`src/rtl/gcr_pkg.sv`:
```
package gcr_pkg;

  localparam logic [7:0] GC_ADDR_WR  = 8'h00;
  localparam logic [7:0] CMD_RD_ADDR = 8'h0C;
  localparam logic [3:0] RD_PREFIX   = 4'b1100;

  typedef enum logic [2:0] {
    ST_IDLE,
    ST_START,
    ST_WBIT,
    ST_WACK,
    ST_RESTART,
    ST_RBIT,
    ST_MACK,
    ST_STOP
  } gcrState_t;

  typedef struct packed {
    logic       clrTick;
    logic       run;
    logic       loadTx;
    logic [7:0] txByte;
    logic       sample;
    logic       shift;
    logic       capture;
  } dpCtl_t;

endpackage

```
`src/rtl/gcr_datapath.sv`:
```
module gcr_datapath
  import gcr_pkg::*;
#(
  parameter int DIV_W = 8
) (
  input  logic             clk,
  input  logic             rstN,
  input  dpCtl_t           ctl,
  input  logic [DIV_W-1:0] divider,
  input  logic             sdaIn,
  output logic             tick,
  output logic             txBit,
  output logic             sampledBit,
  output logic [7:0]       rdData
);

  logic [DIV_W-1:0] divReg;
  logic [DIV_W-1:0] tickCnt;
  logic [7:0]       shiftReg;

  assign tick  = ctl.run && (tickCnt == divReg);
  assign txBit = shiftReg[7];

  always_ff @(posedge clk or negedge rstN) begin
    if (!rstN) begin
      divReg     <= '0;
      tickCnt    <= '0;
      shiftReg   <= '0;
      sampledBit <= 1'b1;
      rdData     <= '0;
    end else begin
      if (ctl.clrTick) begin
        divReg  <= divider;
        tickCnt <= '0;
      end else if (!ctl.run || tick) begin
        tickCnt <= '0;
      end else begin
        tickCnt <= tickCnt + 1'b1;
      end
      if (ctl.sample)       sampledBit <= sdaIn;
      if (ctl.loadTx)       shiftReg   <= ctl.txByte;
      else if (ctl.shift)   shiftReg   <= {shiftReg[6:0], sampledBit};
      if (ctl.capture)      rdData     <= shiftReg;
    end
  end

  a_r2_phase_count_bounded: assert property (@(posedge clk) disable iff (!rstN)
    tickCnt <= divReg);

  a_r2_divider_held_while_running: assert property (@(posedge clk) disable iff (!rstN)
    ctl.run && $past(ctl.run) |-> $stable(divReg));

endmodule

```
`src/rtl/gcr_control.sv`:
```
module gcr_control
  import gcr_pkg::*;
(
  input  logic       clk,
  input  logic       rstN,
  input  logic       start,
  input  logic [2:0] devSel,
  input  logic       tick,
  input  logic       txBit,
  input  logic       sampledBit,
  output dpCtl_t     ctl,
  output logic       sclOe,
  output logic       sdaOe,
  output logic       strobeOut,
  output logic       done,
  output logic       error
);

  gcrState_t  state;
  logic [1:0] q;
  logic [2:0] bitCnt;
  logic [1:0] byteCnt;
  logic [2:0] devReg;
  logic       strobeLow;
  logic       abortFlag;
  logic       busCondOut;
  logic       idle;
  logic       slotEnd;
  logic       sclLowNext;
  logic       sdaLowNext;
  logic       busCondNext;

  assign idle    = (state == ST_IDLE);
  assign slotEnd = tick && (q == 2'd3);

  always_comb begin
    ctl         = '0;
    ctl.clrTick = idle && start;
    ctl.run     = !idle;
    ctl.sample  = tick && (q == 2'd2);
    ctl.shift   = slotEnd && (state == ST_WBIT || state == ST_RBIT);
    ctl.capture = slotEnd && (state == ST_STOP) && !abortFlag;
    if (slotEnd) begin
      if (state == ST_START) begin
        ctl.loadTx = 1'b1;
        ctl.txByte = GC_ADDR_WR;
      end else if (state == ST_WACK && byteCnt == 2'd0 && !sampledBit) begin
        ctl.loadTx = 1'b1;
        ctl.txByte = CMD_RD_ADDR;
      end else if (state == ST_RESTART) begin
        ctl.loadTx = 1'b1;
        ctl.txByte = {RD_PREFIX, devReg, 1'b1};
      end
    end
  end

  always_comb begin
    sclLowNext  = 1'b0;
    sdaLowNext  = 1'b0;
    busCondNext = 1'b0;
    unique case (state)
      ST_IDLE:    ;
      ST_START: begin
        sdaLowNext  = q[1];
        busCondNext = 1'b1;
      end
      ST_WBIT: begin
        sclLowNext = !q[1];
        sdaLowNext = !txBit;
      end
      ST_WACK, ST_RBIT: sclLowNext = !q[1];
      ST_MACK: begin
        sclLowNext = !q[1];
        sdaLowNext = 1'b1;
      end
      ST_RESTART: begin
        sclLowNext  = (q == 2'd0);
        sdaLowNext  = q[1];
        busCondNext = 1'b1;
      end
      ST_STOP: begin
        sclLowNext  = (q == 2'd0);
        sdaLowNext  = !q[1];
        busCondNext = 1'b1;
      end
      default: ;
    endcase
  end

  always_ff @(posedge clk or negedge rstN) begin
    if (!rstN) begin
      state      <= ST_IDLE;
      q          <= '0;
      bitCnt     <= '0;
      byteCnt    <= '0;
      devReg     <= '0;
      strobeLow  <= 1'b0;
      abortFlag  <= 1'b0;
      done       <= 1'b0;
      error      <= 1'b0;
      sclOe      <= 1'b0;
      sdaOe      <= 1'b0;
      strobeOut  <= 1'b1;
      busCondOut <= 1'b0;
    end else begin
      done       <= 1'b0;
      sclOe      <= sclLowNext;
      sdaOe      <= sdaLowNext;
      strobeOut  <= !strobeLow;
      busCondOut <= busCondNext;
      if (idle) begin
        if (start) begin
          state     <= ST_START;
          q         <= '0;
          devReg    <= devSel;
          abortFlag <= 1'b0;
          error     <= 1'b0;
        end
      end else if (tick) begin
        q <= q + 1'b1;
        if (state == ST_WACK && byteCnt == 2'd1 && q == 2'd0) strobeLow <= 1'b1;
        if (state == ST_WACK && byteCnt == 2'd2 && q == 2'd1) strobeLow <= 1'b0;
        if (q == 2'd3) begin
          unique case (state)
            ST_START: begin
              state   <= ST_WBIT;
              bitCnt  <= '0;
              byteCnt <= '0;
            end
            ST_WBIT: begin
              bitCnt <= bitCnt + 1'b1;
              if (bitCnt == 3'd7) state <= ST_WACK;
            end
            ST_WACK: begin
              if (sampledBit) begin
                state     <= ST_STOP;
                abortFlag <= 1'b1;
                strobeLow <= 1'b0;
              end else if (byteCnt == 2'd0) begin
                state   <= ST_WBIT;
                bitCnt  <= '0;
                byteCnt <= 2'd1;
              end else if (byteCnt == 2'd1) begin
                state <= ST_RESTART;
              end else begin
                state  <= ST_RBIT;
                bitCnt <= '0;
              end
            end
            ST_RESTART: begin
              state   <= ST_WBIT;
              bitCnt  <= '0;
              byteCnt <= 2'd2;
            end
            ST_RBIT: begin
              bitCnt <= bitCnt + 1'b1;
              if (bitCnt == 3'd7) state <= ST_MACK;
            end
            ST_MACK: state <= ST_STOP;
            ST_STOP: begin
              state     <= ST_IDLE;
              strobeLow <= 1'b0;
              done      <= 1'b1;
              error     <= abortFlag;
            end
            default: state <= ST_IDLE;
          endcase
        end
      end
    end
  end

  a_r3_sda_steady_while_scl_high: assert property (@(posedge clk) disable iff (!rstN)
    !sclOe && $past(!sclOe) && !busCondOut && $past(!busCondOut) |-> $stable(sdaOe));

  a_r5_strobe_falls_in_scl_low: assert property (@(posedge clk) disable iff (!rstN)
    $fell(strobeOut) |-> sclOe);

  a_r5_strobe_rises_with_scl: assert property (@(posedge clk) disable iff (!rstN)
    $rose(strobeOut) && !abortFlag |-> !sclOe && $past(sclOe));

  a_r6_done_single_cycle: assert property (@(posedge clk) disable iff (!rstN)
    done |=> !done);

  a_r7_error_only_with_done: assert property (@(posedge clk) disable iff (!rstN)
    $rose(error) |-> done);

  a_r8_select_held_while_busy: assert property (@(posedge clk) disable iff (!rstN)
    !idle && $past(!idle) |-> $stable(devReg));

endmodule

```
`src/rtl/gc_addr_reader.sv`:
```
module gc_addr_reader
  import gcr_pkg::*;
#(
  parameter int DIV_W = 8
) (
  input  logic             clk,
  input  logic             rstN,
  input  logic             start,
  input  logic [DIV_W-1:0] divider,
  input  logic [2:0]       devSel,
  input  logic             sdaIn,
  output logic             sclOe,
  output logic             sdaOe,
  output logic             strobeOut,
  output logic [7:0]       rdData,
  output logic             done,
  output logic             error
);

  dpCtl_t ctl;
  logic   tick;
  logic   txBit;
  logic   sampledBit;

  gcr_control u_control (
    .clk        (clk),
    .rstN       (rstN),
    .start      (start),
    .devSel     (devSel),
    .tick       (tick),
    .txBit      (txBit),
    .sampledBit (sampledBit),
    .ctl        (ctl),
    .sclOe      (sclOe),
    .sdaOe      (sdaOe),
    .strobeOut  (strobeOut),
    .done       (done),
    .error      (error)
  );

  gcr_datapath #(.DIV_W(DIV_W)) u_datapath (
    .clk        (clk),
    .rstN       (rstN),
    .ctl        (ctl),
    .divider    (divider),
    .sdaIn      (sdaIn),
    .tick       (tick),
    .txBit      (txBit),
    .sampledBit (sampledBit),
    .rdData     (rdData)
  );

endmodule

```
`config.mk`:
```
export PLATFORM = sky130hd
export DESIGN_NAME = gc_addr_reader
export DESIGN_NICKNAME = d
export VERILOG_FILES = /design/src/rtl/gcr_pkg.sv /design/src/rtl/gcr_datapath.sv /design/src/rtl/gcr_control.sv /design/src/rtl/gc_addr_reader.sv
export SDC_FILE = /design/constraint.sdc
export NUM_CORES = 1
export LEC_CHECK = 0
export BUFFER_PORTS_ARGS = -buffer_cell sky130_fd_sc_hd__buf_4
export CAP_MARGIN = 20
export CORE_UTILIZATION = 58
export CTS_CLUSTER_DIAMETER = 120
export DETAILED_ROUTE_END_ITERATION = 16
export PLACE_DENSITY = 0.88
export SYNTH_ARGS = -nofsm -noshare
export SYNTH_HDL_FRONTEND = slang
export SYNTH_SLANG_ARGS = --single-unit
export TNS_END_PERCENT = 10
```
`constraint.sdc`:
```
create_clock -name clk -period 2.2 [get_ports clk]
set_input_delay 0.44 -clock clk [delete_from_list [all_inputs] [get_ports clk]]
set_output_delay 0.44 -clock clk [all_outputs]
set_load 0.005 [all_outputs]
```
Yosys cells after proc, flatten, opt, wreduce, memory -nomap -nowiden

Index checks and enable logic that the tools add are counted.

Register bits after elaboration: 53
Latch bits: 0
Memory bits (writable): 0
ROM bits: 0
Input port bits: 15
Word-level logic and storage cells: 134
Memories kept: 0

Add/sub/neg operators: 3
$mul: 0
Div/mod/pow operators: 0
Magnitude comparators: 0
Eq/ne operators: 20
Shifts and indexed selects: 0
Mux-type cells: 49
Bitwise operators: 1
Reduce and logical (&&, ||, !) cells: 44

Operators by type and width:

| cell                                                                  | count |
|---|---|
| 9-bit two-way mux                                                     | 4 |
| 3-bit two-way mux                                                     | 11 |
| 8-bit two-way mux                                                     | 4 |
| 1-bit two-way mux                                                     | 19 |
| 3-bit equality test, second input constant                            | 5 |
| 3-bit one-hot mux with 5 select lines                                 | 1 |
| 1-bit logical AND                                                     | 13 |
| 6-bit AND reduction                                                   | 2 |
| 2-bit nonzero test                                                    | 6 |
| 2-bit two-way mux                                                     | 5 |
| 5-bit AND reduction                                                   | 2 |
| 3-bit one-hot mux with 3 select lines                                 | 1 |
| 8-bit by 1-bit adder with 8-bit output, second input constant         | 1 |
| 8-bit equality test                                                   | 1 |
| 2-bit equality test, second input constant                            | 3 |
| 3-bit by 2-bit equality test with 1-bit output, second input constant | 2 |
| 1-bit zero test                                                       | 6 |
| 2-bit != test, second input constant                                  | 3 |
| 3-bit by 2-bit != test with 1-bit output, second input constant       | 2 |
| 2-bit one-hot mux with 3 select lines                                 | 1 |
| 2-bit AND reduction                                                   | 3 |
| 3-bit nonzero test                                                    | 2 |
| 2-bit OR reduction                                                    | 3 |
| 2-bit by 1-bit equality test with 1-bit output, second input constant | 2 |
| 12 further kinds                                                      | 15 |

Logic depth before layout (Yosys ltp)

Depth in word-level cells: 8
Gate-level depth with buffers: 7

Hierarchy

Synthesis repeated with hierarchy kept, for this count alone.

Cells, all modules: 250
Area, all modules: 2713.9 µm²

By module, submodules not included:

| module       | instances | cells each | area each (µm²) | sequential area each (µm²) |
|---|---|---|---|---|
| gcr_datapath | 1         | 118        | 1506.4          | 827.0 |
| gcr_control  | 1         | 132        | 1207.4          | 501.7 |

Least setup slack after synthesis

OpenSTA, ideal clock, no wires.

Path type: reg-to-reg
Start: reg u_datapath.tickCnt[0]
End: reg u_control.bitCnt[1]
Arrival time: 1.740 ns
Required time: 2.136 ns
Setup slack: 0.396 ns
Cell stages (with the launch flop): 7
Path buffers: 1
Period minus slack after synthesis: 1.804 ns
Cell sequence: dfrtp_1 -> xnor2_2 -> nand4_4 -> or4_1 -> buf_2 -> nor4_2 -> a21o_1

Cells in the longest elaborated chain, start to end: 3

RTL lines:

| what                                 | RTL line           | RTL |
|---|---|---|
| start: declaration                   | gcr_datapath.sv:18 | `logic [DIV_W-1:0] tickCnt;` |
| start signal: assignment             | gcr_datapath.sv:38 | `tickCnt <= tickCnt + 1'b1;` |
| 8-bit equality test                  | gcr_datapath.sv:21 | `assign tick = ctl.run && (tickCnt == divReg);` |
| 1-bit logical AND                    | gcr_datapath.sv:21 |  |
| 6-bit AND reduction (no source line) | -                  |  |
| end signal: assignment               | gcr_control.sv:131 | `bitCnt <= bitCnt + 1'b1;` |
| end signal: assignment               | gcr_control.sv:156 | `bitCnt <= bitCnt + 1'b1;` |
| end: declaration                     | gcr_control.sv:21  | `logic [2:0] bitCnt;` |

No other way between the ends.
A chain may end at the register's enable or synchronous reset.

Worst setup path after layout

Start: reg u_control.q[0]
End: reg u_datapath.rdData[0]

Cells in the longest elaborated chain, start to end: 4

RTL lines:

| what                           | RTL line           | RTL |
|---|---|---|
| start: declaration             | gcr_control.sv:20  | `logic [1:0] q;` |
| start signal: assignment       | gcr_control.sv:120 | `q <= q + 1'b1;` |
| 2-bit equality test            | gcr_control.sv:34  | `assign slotEnd = tick && (q == 2'd3);` |
| 1-bit logical AND              | gcr_control.sv:34  |  |
| 1-bit logical AND (2 in a row) | gcr_control.sv:42  | `ctl.capture = slotEnd && (state == ST_STOP) && !abortFlag;` |
| end signal: assignment         | gcr_datapath.sv:43 | `if (ctl.capture) rdData <= shiftReg;` |
| end: declaration               | gcr_datapath.sv:14 | `output logic [7:0] rdData` |

No other way between the ends.

==> flow_metrics.py <==
metrics = {
    "global_routing": {
        "track_usage": 0.253,
        "grt_pass1_vias": 2137,
        "antenna_found_initial": 0,
        "grt_max_degree": 54,
        "grt_remaining_overflow": 0,
        "grt_pass1_wl_mm": 10.0,
    },
    "logic_synthesis": {
        "ys_seq_elements": 53,
        "synthFlopType": "dfrtp_1",
        "netlist_area_mm2": 0.00277,
        "syn-num-nets": 285,
        "yosys_warnings": 0,
        "synth_cells": 263,
        "syn_area_per_cell_um2": 10.5,
        "seq_area_frac_synth": 0.479,
        "synthArstFlopShare": 1.00,
        "synth_cell_types": 49,
        "synth_edf_count": 0,
    },
    "timing": {
        "finalSetupViolations": 0,
        "slew_viol_final": 0,
        "finalHoldViolCount": 0,
        "worst_pin_slew_ns": 0.648,
        "rsz0062_at_grt": "no",
        "maxSlewHeadroom": 0.568,
        "fin_crit_sh": 0.922,
        "timing.fmax_ghz": 0.493,
        "min_period_ns": 2.03,
        "setup_tns_ns": 0,
        "skew_ns": 0.00746,
    },
    "worst_setup_path": {
        "worst-path-stages": 5,
        "end_kind": "register",
        "critical_path_buf_inv_count": 0,
        "cpMaxStageDelayCell": "dfrtp_1",
        "path_cells": "ha_1 > nand3_1 > nor3_1 > nand2_1 > mux2_2",
        "r2r_cells": 5,
        "cp.arrival_ns": 2.21,
        "crit_family": "simple AND/OR/NAND/NOR gates",
        "worstSetupPathType": "reg2reg",
        "critPathMaxFanout": 8,
        "cp_data_required_time_ns": 2.39,
        "crit_path_max_incr_delay_ns": 0.44,
        "critPathLaunchType": "register",
    },
    "detailed_routing": {
        "ant_nets": 0,
        "wl_met1_mm": 2.54,
        "drt-total-wl_mm": 5.77,
        "top_layer_used": "met4",
        "wire_per_inst_um": 16.4,
        "firstDrtPassIters": 7,
        "wl_met2_mm": 2.82,
        "drtIter0Drc": 182,
        "routed-wl-met3_um": 330,
        "viasPerCell": 6.13,
        "vias": 2152,
        "drcViolationCount": 0,
    },
    "finish": {
        "regArea_mm2": 0.00133,
        "fillCellCount": 298,
        "final_layout_size_suffix_gt1_frac": 0.271,
        "area_delta_synth_final_pct": 15.3,
        "multi_input_area_mm2": 0.00135,
        "nets": 320,
        "antenna_cells": 0,
    },
    "clocking": {
        "cts.clk_slew.worst_paths_ns": 0.09,
        "insertion_delay_ns": 0.30,
        "post_cts.repair.setup_buffers": 0,
        "cts_buffers": 5,
        "cts_htree_levels": 2,
        "hold_buffers": 0,
        "cts_buffer_depth": 2,
        "cts_sinks": 53,
        "cts_tree": "yes",
        "cts_resized": 0,
        "root_buffer": "clkbuf_8",
    },
    "floorplan": {
        "fp.dieW_um": 71.1,
        "die_h_um": 71.1,
        "ios": 28,
        "coreArea_mm2": 0.00447,
        "die_area_mm2": 0.00506,
        "rows": 24,
        "initial_core_util": 0.619,
    },
    "hold_path": {
        "min_path_type": "in2async",
    },
    "status": {
        "status": "completed",
    },
    "pwr": {
        "p_leak_uw": 0.00151,
        "peakVddDrop_v": 0.000695,
        "powerDensity_mw_per_mm2": 1260,
        "finalPower_uw": 4030,
    },
    "placement": {
        "gp_congestion": 0.852,
        "dp_hpwl_mm": 4.17,
        "port-buffer-count": 27,
    },
    "job": {
        "max_cap_violations": 0,
    },
}
through the flow:
step / cells / hold WS, ns / cell area [µm²] / setup slack [ns] / utilization
after global routing: 351 / 0.208 / 3190 / 0.0468 / 0.714
after global placement: 343 / 0.373 / 3080 / 0.276 / 0.688
after floorplan: 263 / 0.144 / 2770 / 0.396 / -
final: 351 / 0.163 / 3190 / 0.171 / 0.714
after CTS: 351 / 0.184 / 3190 / 0.196 / 0.714
after detailed placement: 343 / 0.387 / 3080 / 0.235 / 0.688
cells in the mapped netlist, drive strengths merged, types with 2 or more instances:
master	number	share of area
nand2	19	0.026
xnor2	9	0.039
and3	4	0.0095
mux2i	9	0.033
nor4	4	0.017
xor2	5	0.016
o21a	2	0.0054
dfrtp	51	0.46
buf	3	0.0077
ha	7	0.032
and4	2	0.0068
o22ai	3	0.0068
mux2	20	0.081
inv	11	0.015
a21oi	14	0.025
o31ai	6	0.016
o21ai	18	0.033
clkbuf	8	0.011
a21o	3	0.0081
dfstp	2	0.019
nand2b	2	0.0045
nand3	10	0.018
a22o	3	0.0095
nor2	26	0.035
nor3	4	0.0072
state kept, by name (all words and copies together), names as in the netlist, 2 cells and up:
register             flops
u_datapath.divReg        8
u_datapath.rdData        8
u_datapath.shiftReg      8
u_datapath.tickCnt       8
u_control.bitCnt         3
u_control.devReg         3
u_control.state          3
u_control.byteCnt        2
u_control.q              2
area by class of cell:
type | instances | area share
Inverter | 11 | 0.0129
Multi-Input combinational cell | 188 | 0.423
Tap cell | 52 | 0.0204
Sequential cell | 53 | 0.416
Clock buffer | 7 | 0.0270
Timing Repair Buffer | 39 | 0.0917
Clock inverter | 1 | 0.00940
logic make-up (layout without fill, tap and decap cells):
family | Yosys count | in the layout | synth area share
XOR/XNOR | 14 | 14 | 0.0551
adder cells (fa/ha/maj) | 7 | 7 | 0.0316
buffers and inverters | 22 | 58 | 0.0334
AND/OR/NAND/NOR | 78 | 78 | 0.147
flip-flops | 53 | 53 | 0.479
AO/OA/AOI/OAI | 60 | 60 | 0.140
multiplexers | 29 | 29 | 0.114
where the power goes:
group,switching [µW],internal [µW]
Sequential,324,1290
Clock,305,371
Combinational,937,801
Total,1570,2460
layout by cell type (no fill, tap or decap), types with 2 or more instances in the layout:
cell type | netlist | final
nand2_1 | 19 | 19
nor4_1 | 2 | 2
mux2_2 | 20 | 20
a22o_1 | 3 | 3
and3_1 | 3 | 3
nor2_1 | 26 | 26
clkbuf_8 | 0 | 6
o31ai_1 | 6 | 6
inv_1 | 11 | 11
xnor2_2 | 4 | 4
a21o_1 | 3 | 3
xor2_1 | 5 | 5
buf_4 | 0 | 39
nand3_1 | 10 | 10
o21a_1 | 2 | 2
mux2i_1 | 9 | 9
o22ai_1 | 3 | 3
dfstp_2 | 2 | 2
ha_1 | 7 | 7
dfrtp_1 | 51 | 51
nand2b_1 | 2 | 2
o21ai_0 | 18 | 18
nor3_1 | 4 | 4
a21oi_1 | 14 | 14
xnor2_1 | 5 | 5
worst paths after layout:
kind | start | to | slack (ns)
worst min register to register | u_control.strobeLow | u_control.strobeOut | 0.39
worst min-delay path | rstN | u_control.q[1] | 0.16
max in group asynchronous | rstN | u_control.byteCnt[1] | 1.61
min in group clk | start | u_control.error | 0.34
worst max register to register | u_control.q[0] | u_datapath.rdData[0] | 0.17
worst max-delay path | u_control.q[0] | u_datapath.rdData[0] | 0.17
routing by layer:
metal,vias to the layer above,GRT usage
li1,1004,-
met5,-,0
met2,88,0.424
met1,1051,0.339
met3,9,0.0499
met4,0,0.0689
No activity file was read; power rests on OpenSTA's default activity.
